==> src/rtl/ilv_pkg.sv <==
package ilv_pkg;
  function automatic int rr_next(int cur, int n);
    return (cur >= n - 1) ? 0 : cur + 1;
  endfunction
endpackage

==> src/rtl/ilv_cell_gather.sv <==
module ilv_cell_gather #(
  parameter int IN_W   = 8,
  parameter int CELL_W = 320
) (
  input  logic              clk_i,
  input  logic              rst_ni,
  input  logic              valid_i,
  input  logic [IN_W-1:0]   data_i,
  input  logic              sop_i,
  output logic              done_o,
  output logic [CELL_W-1:0] cell_o,
  output logic              sop_o
);
  localparam int BEATS  = CELL_W / IN_W;
  localparam int CNT_W  = (BEATS > 2) ? $clog2(BEATS) : 1;
  localparam int HOLD_W = CELL_W - IN_W;

  logic [HOLD_W-1:0] hold_q;
  logic [CNT_W-1:0]  beat_q;
  logic              first_sop_q;
  logic              last_beat;

  assign last_beat = (beat_q == CNT_W'(BEATS - 1));
  assign done_o    = valid_i && last_beat;
  assign cell_o    = {hold_q, data_i};
  assign sop_o     = first_sop_q;

  always_ff @(posedge clk_i or negedge rst_ni) begin
    if (!rst_ni) begin
      beat_q      <= '0;
      first_sop_q <= 1'b0;
    end else if (valid_i) begin
      beat_q <= last_beat ? '0 : beat_q + 1'b1;
      if (beat_q == '0) first_sop_q <= sop_i;
    end
  end

  generate
    if (HOLD_W > IN_W) begin : g_shift_multi
      always_ff @(posedge clk_i or negedge rst_ni) begin
        if (!rst_ni)      hold_q <= '0;
        else if (valid_i) hold_q <= {hold_q[HOLD_W-IN_W-1:0], data_i};
      end
    end else begin : g_shift_single
      always_ff @(posedge clk_i or negedge rst_ni) begin
        if (!rst_ni)      hold_q <= '0;
        else if (valid_i) hold_q <= data_i;
      end
    end
  endgenerate
endmodule

==> src/rtl/ilv_bank_slot.sv <==
module ilv_bank_slot #(
  parameter int BANK_LAT = 200,
  parameter int ADDR_W   = 10
) (
  input  logic              clk_i,
  input  logic              rst_ni,
  input  logic              load_i,
  output logic              busy_o,
  output logic [ADDR_W-1:0] addr_o
);
  localparam int TMR_W = $clog2(BANK_LAT + 1);

  logic [TMR_W-1:0]  timer_q;
  logic [ADDR_W-1:0] addr_q;

  assign busy_o = (timer_q != '0);
  assign addr_o = addr_q;

  always_ff @(posedge clk_i or negedge rst_ni) begin
    if (!rst_ni) begin
      timer_q <= '0;
      addr_q  <= '0;
    end else if (load_i) begin
      timer_q <= TMR_W'(BANK_LAT);
      addr_q  <= addr_q + 1'b1;
    end else if (busy_o) begin
      timer_q <= timer_q - 1'b1;
    end
  end
endmodule

==> src/rtl/ilv_bank_writer.sv <==
module ilv_bank_writer
  import ilv_pkg::*;
#(
  parameter int NUM_BANKS = 13,
  parameter int IN_W      = 8,
  parameter int CELL_W    = 320,
  parameter int BANK_LAT  = 200,
  parameter int ADDR_W    = 10,
  parameter int OVR_W     = 16,
  localparam int IDX_W    = (NUM_BANKS > 2) ? $clog2(NUM_BANKS) : 1
) (
  input  logic                 clk_i,
  input  logic                 rst_ni,
  input  logic                 in_valid_i,
  input  logic [IN_W-1:0]      in_data_i,
  input  logic                 in_sop_i,
  output logic                 wr_en_o,
  output logic [IDX_W-1:0]     wr_bank_o,
  output logic [ADDR_W-1:0]    wr_addr_o,
  output logic [CELL_W-1:0]    wr_data_o,
  output logic                 wr_sop_o,
  output logic                 drop_o,
  output logic [NUM_BANKS-1:0] bank_busy_o,
  output logic [OVR_W-1:0]     overrun_cnt_o
);
  logic              cell_done;
  logic [CELL_W-1:0] cell_data;
  logic              cell_sop;

  ilv_cell_gather #(.IN_W(IN_W), .CELL_W(CELL_W)) u_gather (
    .clk_i   (clk_i),
    .rst_ni  (rst_ni),
    .valid_i (in_valid_i),
    .data_i  (in_data_i),
    .sop_i   (in_sop_i),
    .done_o  (cell_done),
    .cell_o  (cell_data),
    .sop_o   (cell_sop)
  );

  logic [IDX_W-1:0]     ptr_q;
  logic [NUM_BANKS-1:0] busy;
  logic [NUM_BANKS-1:0] load;
  logic [ADDR_W-1:0]    slot_addr [NUM_BANKS];
  logic                 tgt_busy;

  generate
    for (genvar b = 0; b < NUM_BANKS; b++) begin : g_bank
      assign load[b] = cell_done && (ptr_q == IDX_W'(b)) && !busy[b];
      ilv_bank_slot #(.BANK_LAT(BANK_LAT), .ADDR_W(ADDR_W)) u_slot (
        .clk_i  (clk_i),
        .rst_ni (rst_ni),
        .load_i (load[b]),
        .busy_o (busy[b]),
        .addr_o (slot_addr[b])
      );
    end
  endgenerate

  assign tgt_busy = busy[ptr_q];

  logic              wr_en_q, drop_q, sop_q;
  logic [IDX_W-1:0]  bank_q;
  logic [ADDR_W-1:0] addr_q;
  logic [CELL_W-1:0] data_q;
  logic [OVR_W-1:0]  ovr_q;

  always_ff @(posedge clk_i or negedge rst_ni) begin
    if (!rst_ni) begin
      wr_en_q <= 1'b0;
      drop_q  <= 1'b0;
      sop_q   <= 1'b0;
      bank_q  <= '0;
      addr_q  <= '0;
      data_q  <= '0;
      ovr_q   <= '0;
      ptr_q   <= '0;
    end else begin
      wr_en_q <= cell_done && !tgt_busy;
      drop_q  <= cell_done && tgt_busy;
      if (cell_done) begin
        // rotation advances whether or not the cell is kept
        ptr_q <= IDX_W'(rr_next(32'(ptr_q), NUM_BANKS));
        if (!tgt_busy) begin
          bank_q <= ptr_q;
          addr_q <= slot_addr[ptr_q];
          data_q <= cell_data;
          sop_q  <= cell_sop;
        end else if (ovr_q != '1) begin
          ovr_q <= ovr_q + 1'b1;
        end
      end
    end
  end

  assign wr_en_o       = wr_en_q;
  assign drop_o        = drop_q;
  assign wr_bank_o     = bank_q;
  assign wr_addr_o     = addr_q;
  assign wr_data_o     = data_q;
  assign wr_sop_o      = sop_q;
  assign bank_busy_o   = busy;
  assign overrun_cnt_o = ovr_q;
endmodule

==> config.mk <==
export PLATFORM = sky130hd
export DESIGN_NAME = ilv_bank_writer
export DESIGN_NICKNAME = d
export VERILOG_FILES = /design/src/rtl/ilv_pkg.sv /design/src/rtl/ilv_cell_gather.sv /design/src/rtl/ilv_bank_slot.sv /design/src/rtl/ilv_bank_writer.sv
export SDC_FILE = /design/constraint.sdc
export NUM_CORES = 1
export LEC_CHECK = 0
export BUFFER_PORTS_ARGS = -buffer_cell sky130_fd_sc_hd__clkbuf_2
export CAP_MARGIN = 20
export CELL_PAD_IN_SITES_DETAIL_PLACEMENT = 1
export CELL_PAD_IN_SITES_GLOBAL_PLACEMENT = 1
export CORE_MARGIN = 2
export CORE_UTILIZATION = 30
export CTS_CLUSTER_DIAMETER = 120
export DETAILED_ROUTE_END_ITERATION = 8
export GPL_TIMING_DRIVEN = 0
export PLACE_DENSITY = 0.52
export RECOVER_POWER = 100
export REMOVE_ABC_BUFFERS = 1
export SLEW_MARGIN = 15
export SYNTH_ARGS = -nofsm -noshare
export SYNTH_HDL_FRONTEND = slang
export SYNTH_SLANG_ARGS = --single-unit
export TNS_END_PERCENT = 10
==> constraint.sdc <==
create_clock -name clk_i -period 3.7 [get_ports clk_i]
set_input_delay 0.555 -clock clk_i [delete_from_list [all_inputs] [get_ports clk_i]]
set_output_delay 0.555 -clock clk_i [all_outputs]
set_load 0.005 [all_outputs]
Yosys cells after proc, flatten, opt, wreduce, memory -nomap -nowiden

Cells that the tools add are included.

Bits in registers: 910
Bits of input ports: 12

Add/sub/neg operators: 29
$lt $le $gt $ge: 3
Equality and inequality tests: 14
Mux-type cells: 33
Bitwise operators: 2
Reduce and logical (&&, ||, !) cells: 74

Operators with widths:

| operator                                                    | count |
|---|---|
| 2-to-1 mux 8 bit                                            | 26 |
| adder 10 x 1 -> 10 bit (second input constant)              | 13 |
| nonzero test 8 bit                                          | 13 |
| subtractor 8 x 1 -> 8 bit (second input constant)           | 13 |
| binary-select mux 10 bit (select 4 bit)                     | 1 |
| logical AND 1 bit                                           | 29 |
| nonzero test 2 bit                                          | 13 |
| equality test 4 bit (second input constant)                 | 5 |
| 2-to-1 mux 10 bit                                           | 2 |
| adder 16 x 1 -> 16 bit (second input constant)              | 1 |
| equality test 4 x 3 -> 1 bit (second input constant)        | 4 |
| != test 16 bit (second input constant)                      | 1 |
| zero test 1 bit                                             | 14 |
| equality test 4 x 2 -> 1 bit (second input constant)        | 2 |
| adder 6 x 1 -> 6 bit (second input constant)                | 1 |
| equality test 6 bit (second input constant)                 | 1 |
| zero test 6 bit                                             | 1 |
| 2-to-1 mux 6 bit                                            | 1 |
| >= comparator 5 bit (second input constant)                 | 1 |
| less-than comparator 4 x 5 -> 1 bit (second input constant) | 1 |
| NOT 4 -> 5 bit                                              | 1 |
| adder 4 x 1 -> 4 bit (second input constant)                | 1 |
| binary-select mux 1 bit (select 4 bit)                      | 1 |
| equality test 4 x 1 -> 1 bit (second input constant)        | 1 |
| other kinds (7)                                             | 8 |

Longest topological paths before layout

Depth in word-level cells: 5
Mapped depth: 13
Depth with buffers taken out: 11

By module

A second synthesis with hierarchy kept.

Cell total of the unflattened synthesis: 2680
Area total of the unflattened synthesis: 38366.8 sq um

Modules (own cells, without submodules):

| module                                | instances | cells each | area each (sq um) |
|---|---|---|---|
| ilv_bank_writer                       | 1         | 927        | 15215.8 |
| ilv_cell_gather                       | 1         | 699        | 11883.9 |
| ilv_bank_slot at g_bank[0].u_slot ... | 12        | 81         | 864.6 |
| ilv_bank_slot at g_bank[6].u_slot     | 1         | 82         | 892.1 |

Worst setup path after synthesis

Ideal clock, no wire load.

Path type: reg-to-reg
From: register g_bank[5].u_slot.timer_q[0]
To: register data_q[209], in the netlist wr_data_o[209]
Library setup time: 127 ps
Arrival time: 2918 ps
Setup slack: 654 ps
Stages on the path, launching flop included: 12
Period minus slack after synthesis: 3046 ps
Cells stage by stage: dfrtp_1 inv_1 ha_1 nor4b_2 and2_2 inv_2 mux4_2 and2_1 nor4_4 buf_4 buf_6 mux2_1

Cells in the longest elaborated chain, start to end: 5

Ends and longest elaborated chain:

| what                                   | RTL line              | source |
|---|---|---|
| start: declaration                     | ilv_bank_slot.sv:13   | `logic [TMR_W-1:0] timer_q;` |
| start signal: assignment               | ilv_bank_slot.sv:24   | `timer_q <= TMR_W'(BANK_LAT);` |
| start signal: assignment               | ilv_bank_slot.sv:27   | `timer_q <= timer_q - 1'b1;` |
| nonzero test 8 bit                     | ilv_bank_slot.sv:16   | `assign busy_o = (timer_q != '0);` |
| named net g_bank[5].u_slot.busy_o      | ilv_bank_slot.sv:8    | `output logic busy_o,` |
| binary-select mux 1 bit (select 4 bit) | ilv_bank_writer.sv:60 | `assign tgt_busy = busy[ptr_q];` |
| 2-to-1 mux 1 bit (implied by the code) | ilv_bank_writer.sv:60 |  |
| NOT 1 bit (no source line)             | n/a                   |  |
| AND reduction 2 bit (no source line)   | n/a                   |  |
| end signal: assignment                 | ilv_bank_writer.sv:87 | `data_q <= cell_data;` |
| end: declaration                       | ilv_bank_writer.sv:65 | `logic [CELL_W-1:0] data_q;` |

The timed path passes the listed nets, and every way through them passes these cells. The select of a mux whose other input is x is not followed.
A chain may end at the register's enable or synchronous reset.

Final worst setup path

From: register g_bank[7].u_slot.timer_q[0]
To: register data_q[306], in the netlist wr_data_o[306]

Cells in the longest elaborated chain, start to end: 5

Ends and longest elaborated chain:

| what                                   | RTL line |
|---|---|
| start: declaration                     | ilv_bank_slot.sv:13 |
| start signal: assignment               | ilv_bank_slot.sv:24 |
| start signal: assignment               | ilv_bank_slot.sv:27 |
| nonzero test 8 bit                     | ilv_bank_slot.sv:16 |
| binary-select mux 1 bit (select 4 bit) | ilv_bank_writer.sv:60 |
| 2-to-1 mux 1 bit (implied by the code) | ilv_bank_writer.sv:60 |
| NOT 1 bit (no source line)             | n/a |
| AND reduction 2 bit (no source line)   | n/a |

Every way passes these cells. The select of a mux whose other input is x is not followed.

==> results.rst <==
.. list-table::
   :header-rows: 1

   * - Metric
     - Value
   * - Result of the run
     - finished, violations left
   * - Violations in the final reports
     - capacitance limit, slew limit
   * - Fraction of final layout cells with drive strength greater than 1
     - 33.6%
   * - Worst R2R Start
     - g_bank[7].u_slot.timer_q[0]
   * - Number of nets in the finished design
     - 3107
   * - Clock root buffer
     - clkbuf_16
   * - Category of cells accounting for the largest share of critical-path delay
     - buffers and inverters
   * - Area delta synth->final
     - 22.6%
   * - Standard-cell row count
     - 129
   * - Number of library cell types mapped by synthesis
     - between 60 and 70
   * - Deepest level of the CTS H-tree
     - 3
   * - Synthesized area
     - 0.0371 mm^2
   * - Clock Tree Buf Depth
     - 3
   * - Yosys warnings
     - 0
   * - CP Data Required Time
     - 4270 ps
   * - Portion of synthesized cell area occupied by the leading cell type
     - 61.4%
   * - Routability congestion estimate from global placement
     - 0.743
   * - Cells on worst reg2reg path
     - 16
   * - Summed negative setup slack over all endpoints
     - 0 ps
   * - Critical Path Source Type
     - flip-flop
   * - WL per Instance
     - 18.7 um
   * - Worst path bufs/invs
     - 9
   * - Signal arrival time at the worst endpoint
     - 4200 ps
   * - Internal reg-to-reg setup slack
     - 70 ps
   * - Num ports
     - 378
   * - Fin Clk Skew
     - roughly 37 ps
   * - Final setup violation count
     - 0
   * - Beginning of the worst hold path
     - in_data_i[7]
   * - Min Clock Period, post-route
     - approximately 3600 ps
   * - Sinks on Clock Net
     - approximately 900
   * - Hold path depth
     - 2
   * - CP Capture Type
     - flip-flop
   * - Max-slew violation count
     - 62
   * - Static leakage
     - between 0.02 and 0.025 uW
   * - Synthesized area divided by synthesized cell count
     - 14.3 um^2
   * - Register bit total from synthesis
     - 910
   * - Unrepaired setup endpoints after global routing
     - yes
   * - Max Freq
     - between 200 and 300 MHz
   * - Library cell with the largest summed area after synthesis
     - dfrtp_1
   * - Endpoint of the worst hold path
     - u_gather.hold_q[7]
   * - Number of antenna violations at the first check in global routing
     - 0
   * - Part of the cycle the worst path needs
     - 98.1%
   * - Final-layout fill cell count
     - approximately 13k
   * - Max VDD drop
     - 377 uV
   * - CTS clk-pin slew, worst paths
     - roughly 60 ps
   * - Number of global-route vias before repair
     - 24.0k
   * - Number of flops mapped to enable cells by yosys
     - 0
   * - Critical-path cell list
     - inv_2 -> ha_4 -> nor4b_4 -> and2_4 -> inv_2 -> mux4_2 -> and2_4 -> nor4_4 -> buf_6 -> buf_4 -> buf_4 -> buf_12 -> buf_16 -> buf_4 -> buf_8 -> mux2_1
   * - Headroom to the max-slew limit
     - -23.2%
   * - Std-Cell Core Area
     - 0.123 mm^2
   * - Worst Tran Pin Value
     - around 1800 ps
   * - Synthesized instance count
     - 2596
   * - Biggest cell delay along the critical path
     - 470 ps
   * - DRC violation count after routing
     - 0
   * - Vias/cell
     - 4.65
   * - Initial DRC Count
     - approximately 960
   * - Leading cell types by total area after synthesis
     - dfrtp_1 61%, mux2_2 10%, mux2_1 9.6%
   * - Total via count in the routed design
     - 22.2k
   * - Tightest hold margin
     - 96.3 ps
   * - Top cell by count, worst path
     - buf_4
   * - Seq/Total Area, Yosys
     - 61.4%
   * - Final count of hold timing violations
     - 0
   * - Highest net fanout along the worst path
     - 12
   * - Pin count of the biggest net entering global routing
     - 99
   * - Total CTS buffers
     - between 100 and 150
   * - First-pass iteration count of the detailed router
     - 5
   * - I/O Buffers
     - 377
   * - Synth async-reset ratio
     - 100%
   * - Initial core utilization
     - 30.1%
   * - Global-route total usage across every layer
     - roughly 14%
   * - TritonCTS clock tree
     - yes
   * - First-pass GRT wire length
     - 144 mm
   * - Total half-perimeter wirelength after legalization and detailed placement
     - 63.4 mm
   * - Die Y-Extent
     - 356 um
   * - Grt total ovfl
     - 0
   * - Die area
     - 0.127 mm^2
   * - Overall power of the completed layout
     - 25300 uW
   * - Critical path type
     - reg -> reg
   * - Final Routed Wirelength
     - ~90 mm
   * - Hold WC Path Type
     - in -> reg
   * - Antenna cell count
     - 0
   * - Antenna-violating nets left
     - 0
   * - Chip Width
     - 356 um
   * - Ys flop type
     - dfrtp_1
   * - Max-cap violation count
     - 1
   * - Cell with the largest stage delay on the worst path
     - mux4_2
   * - Endpoint of the lowest-slack register-to-register path
     - wr_data_o[306]
   * - Insertion delay to the later sink of the worst-skew pair
     - 720 ps
   * - Power Dens Cells
     - 556 mW/mm^2
layout make-up:
| type | count | area, um^2 | share of cell area, % |
|---|---|---|---|
| sequential | 910 | 22800 | 50.1 |
| inverter | 52 | 199 | 0.437 |
| timing repair buffer | 470 | 3240 | 7.11 |
| multi-input combinational | 1523 | 13700 | 30.1 |
| clock inverter | 45 | 542 | 1.19 |
| tap | 1637 | 2050 | 4.50 |
| clock buffer | 145 | 3000 | 6.59 |
flip-flops by register name (all words and copies together), names as in the netlist:
signal	cells
u_gather.sop_o	1
wr_bank_o	4
ptr_q	4
wr_en_o	1
overrun_cnt_o	16
wr_data_o	320
wr_addr_o	10
u_gather.beat_q	6
wr_sop_o	1
g_bank.u_slot.timer_q	104
u_gather.hold_q	312
g_bank.u_slot.addr_o	130
drop_o	1
cells by family after synthesis:
kind of cell,count (synthesis),synth area share (%)
compound gates,137,2.21
xor+xnor,170,4.01
fa+ha+maj,33,1.11
buf+inv,163,2.31
flops,910,61.4
mux,708,22.4
simple gates,475,6.65
per-layer routing:
metal	share of wire (%)	up-vias	GRT usage [%]	wire length, um
li1	-	10100	-	-
met1	44	11600	18.5	39300
met2	49	343	23.9	44000
met3	4.3	124	2.84	3900
met4	2.7	0	5.07	2420
met5	0	-	0	0
cell usage in the layout (no fill, tap or decap), types with 9 or more instances in the layout:
cell and instances:
nand4_1 39, a21oi_1 59, nand3_1 46, a21o_1 13, xnor2_1 107, inv_1 42, buf_6 11, a221oi_1 10
nand2_1 111, ha_1 28, clkbuf_8 20, buf_4 38, buf_12 11, clkbuf_2 374, buf_16 16, nor2_1 104
mux2_1 319, xor2_1 63, mux2_2 337, o21ai_0 31, clkbuf_16 108, clkinv_2 27, mux4_2 31, and3_1 33
clkbuf_1 21, dfrtp_1 907, nor3_1 52, mux2i_1 21, nor4_1 9
worst max-delay path by stage:
stage / slack [ps] / endpoint / start / cells after the start
floorplan: -10800 / wr_data_o[10] / ptr_q[0] / 5
global placement: -23990 / wr_data_o[10] / in_valid_i / 5
detailed placement: -1210 / wr_data_o[245] / g_bank[5].u_slot.timer_q[0] / 17
CTS: -0.4 / wr_data_o[110] / g_bank[7].u_slot.timer_q[0] / 16
global route: -120 / wr_data_o[306] / g_bank[4].u_slot.timer_q[2] / 13
finish: 70 / wr_data_o[306] / g_bank[7].u_slot.timer_q[0] / 16
power breakdown:
group | switching [uW] | internal (uW)
sequential | 1130 | 11300
combinational | 975 | 1400
clock | 4300 | 6240
total | 6400 | 18900
repair_timing:
action	in CTS	in global routing
pin swaps	3	2
buffers inserted	23	18
gates resized for setup	55	21
hold endpoints to repair	60	0
hold buffers	5	0
gates cloned	2	1
endpoints found under the setup margin	322	204
cells in the mapped netlist, drive strengths merged (8+ instances only):
cell type	n
dfrtp	910
mux2	656
nand2	113
nor2	108
xnor2	107
xor2	63
a21oi	59
buf	58
nor3	58
clkbuf	53
inv	51
nand3	46
nand4	39
and3	33
ha	33
o21ai	32
mux4	31
mux2i	21
nor4b	17
a21o	13
nor4	11
a221oi	10
and2	10
and4	8
per-stage QoR:
step | utilization [%] | instances | area, um^2 | worst slack, ps
2_1_floorplan | - | 2485 | 36500 | -10800
3_3_place_gp | 32.8 | 4499 | 40400 | -23990
3_5_place_dp | 33.5 | 4551 | 41300 | -1210
4_1_cts | 36.8 | 4766 | 45300 | -0.354
5_1_grt | 36.9 | 4782 | 45500 | -117
6_report | 36.9 | 4782 | 45500 | 69.6
No activity file was read; power rests on OpenSTA's default activity.
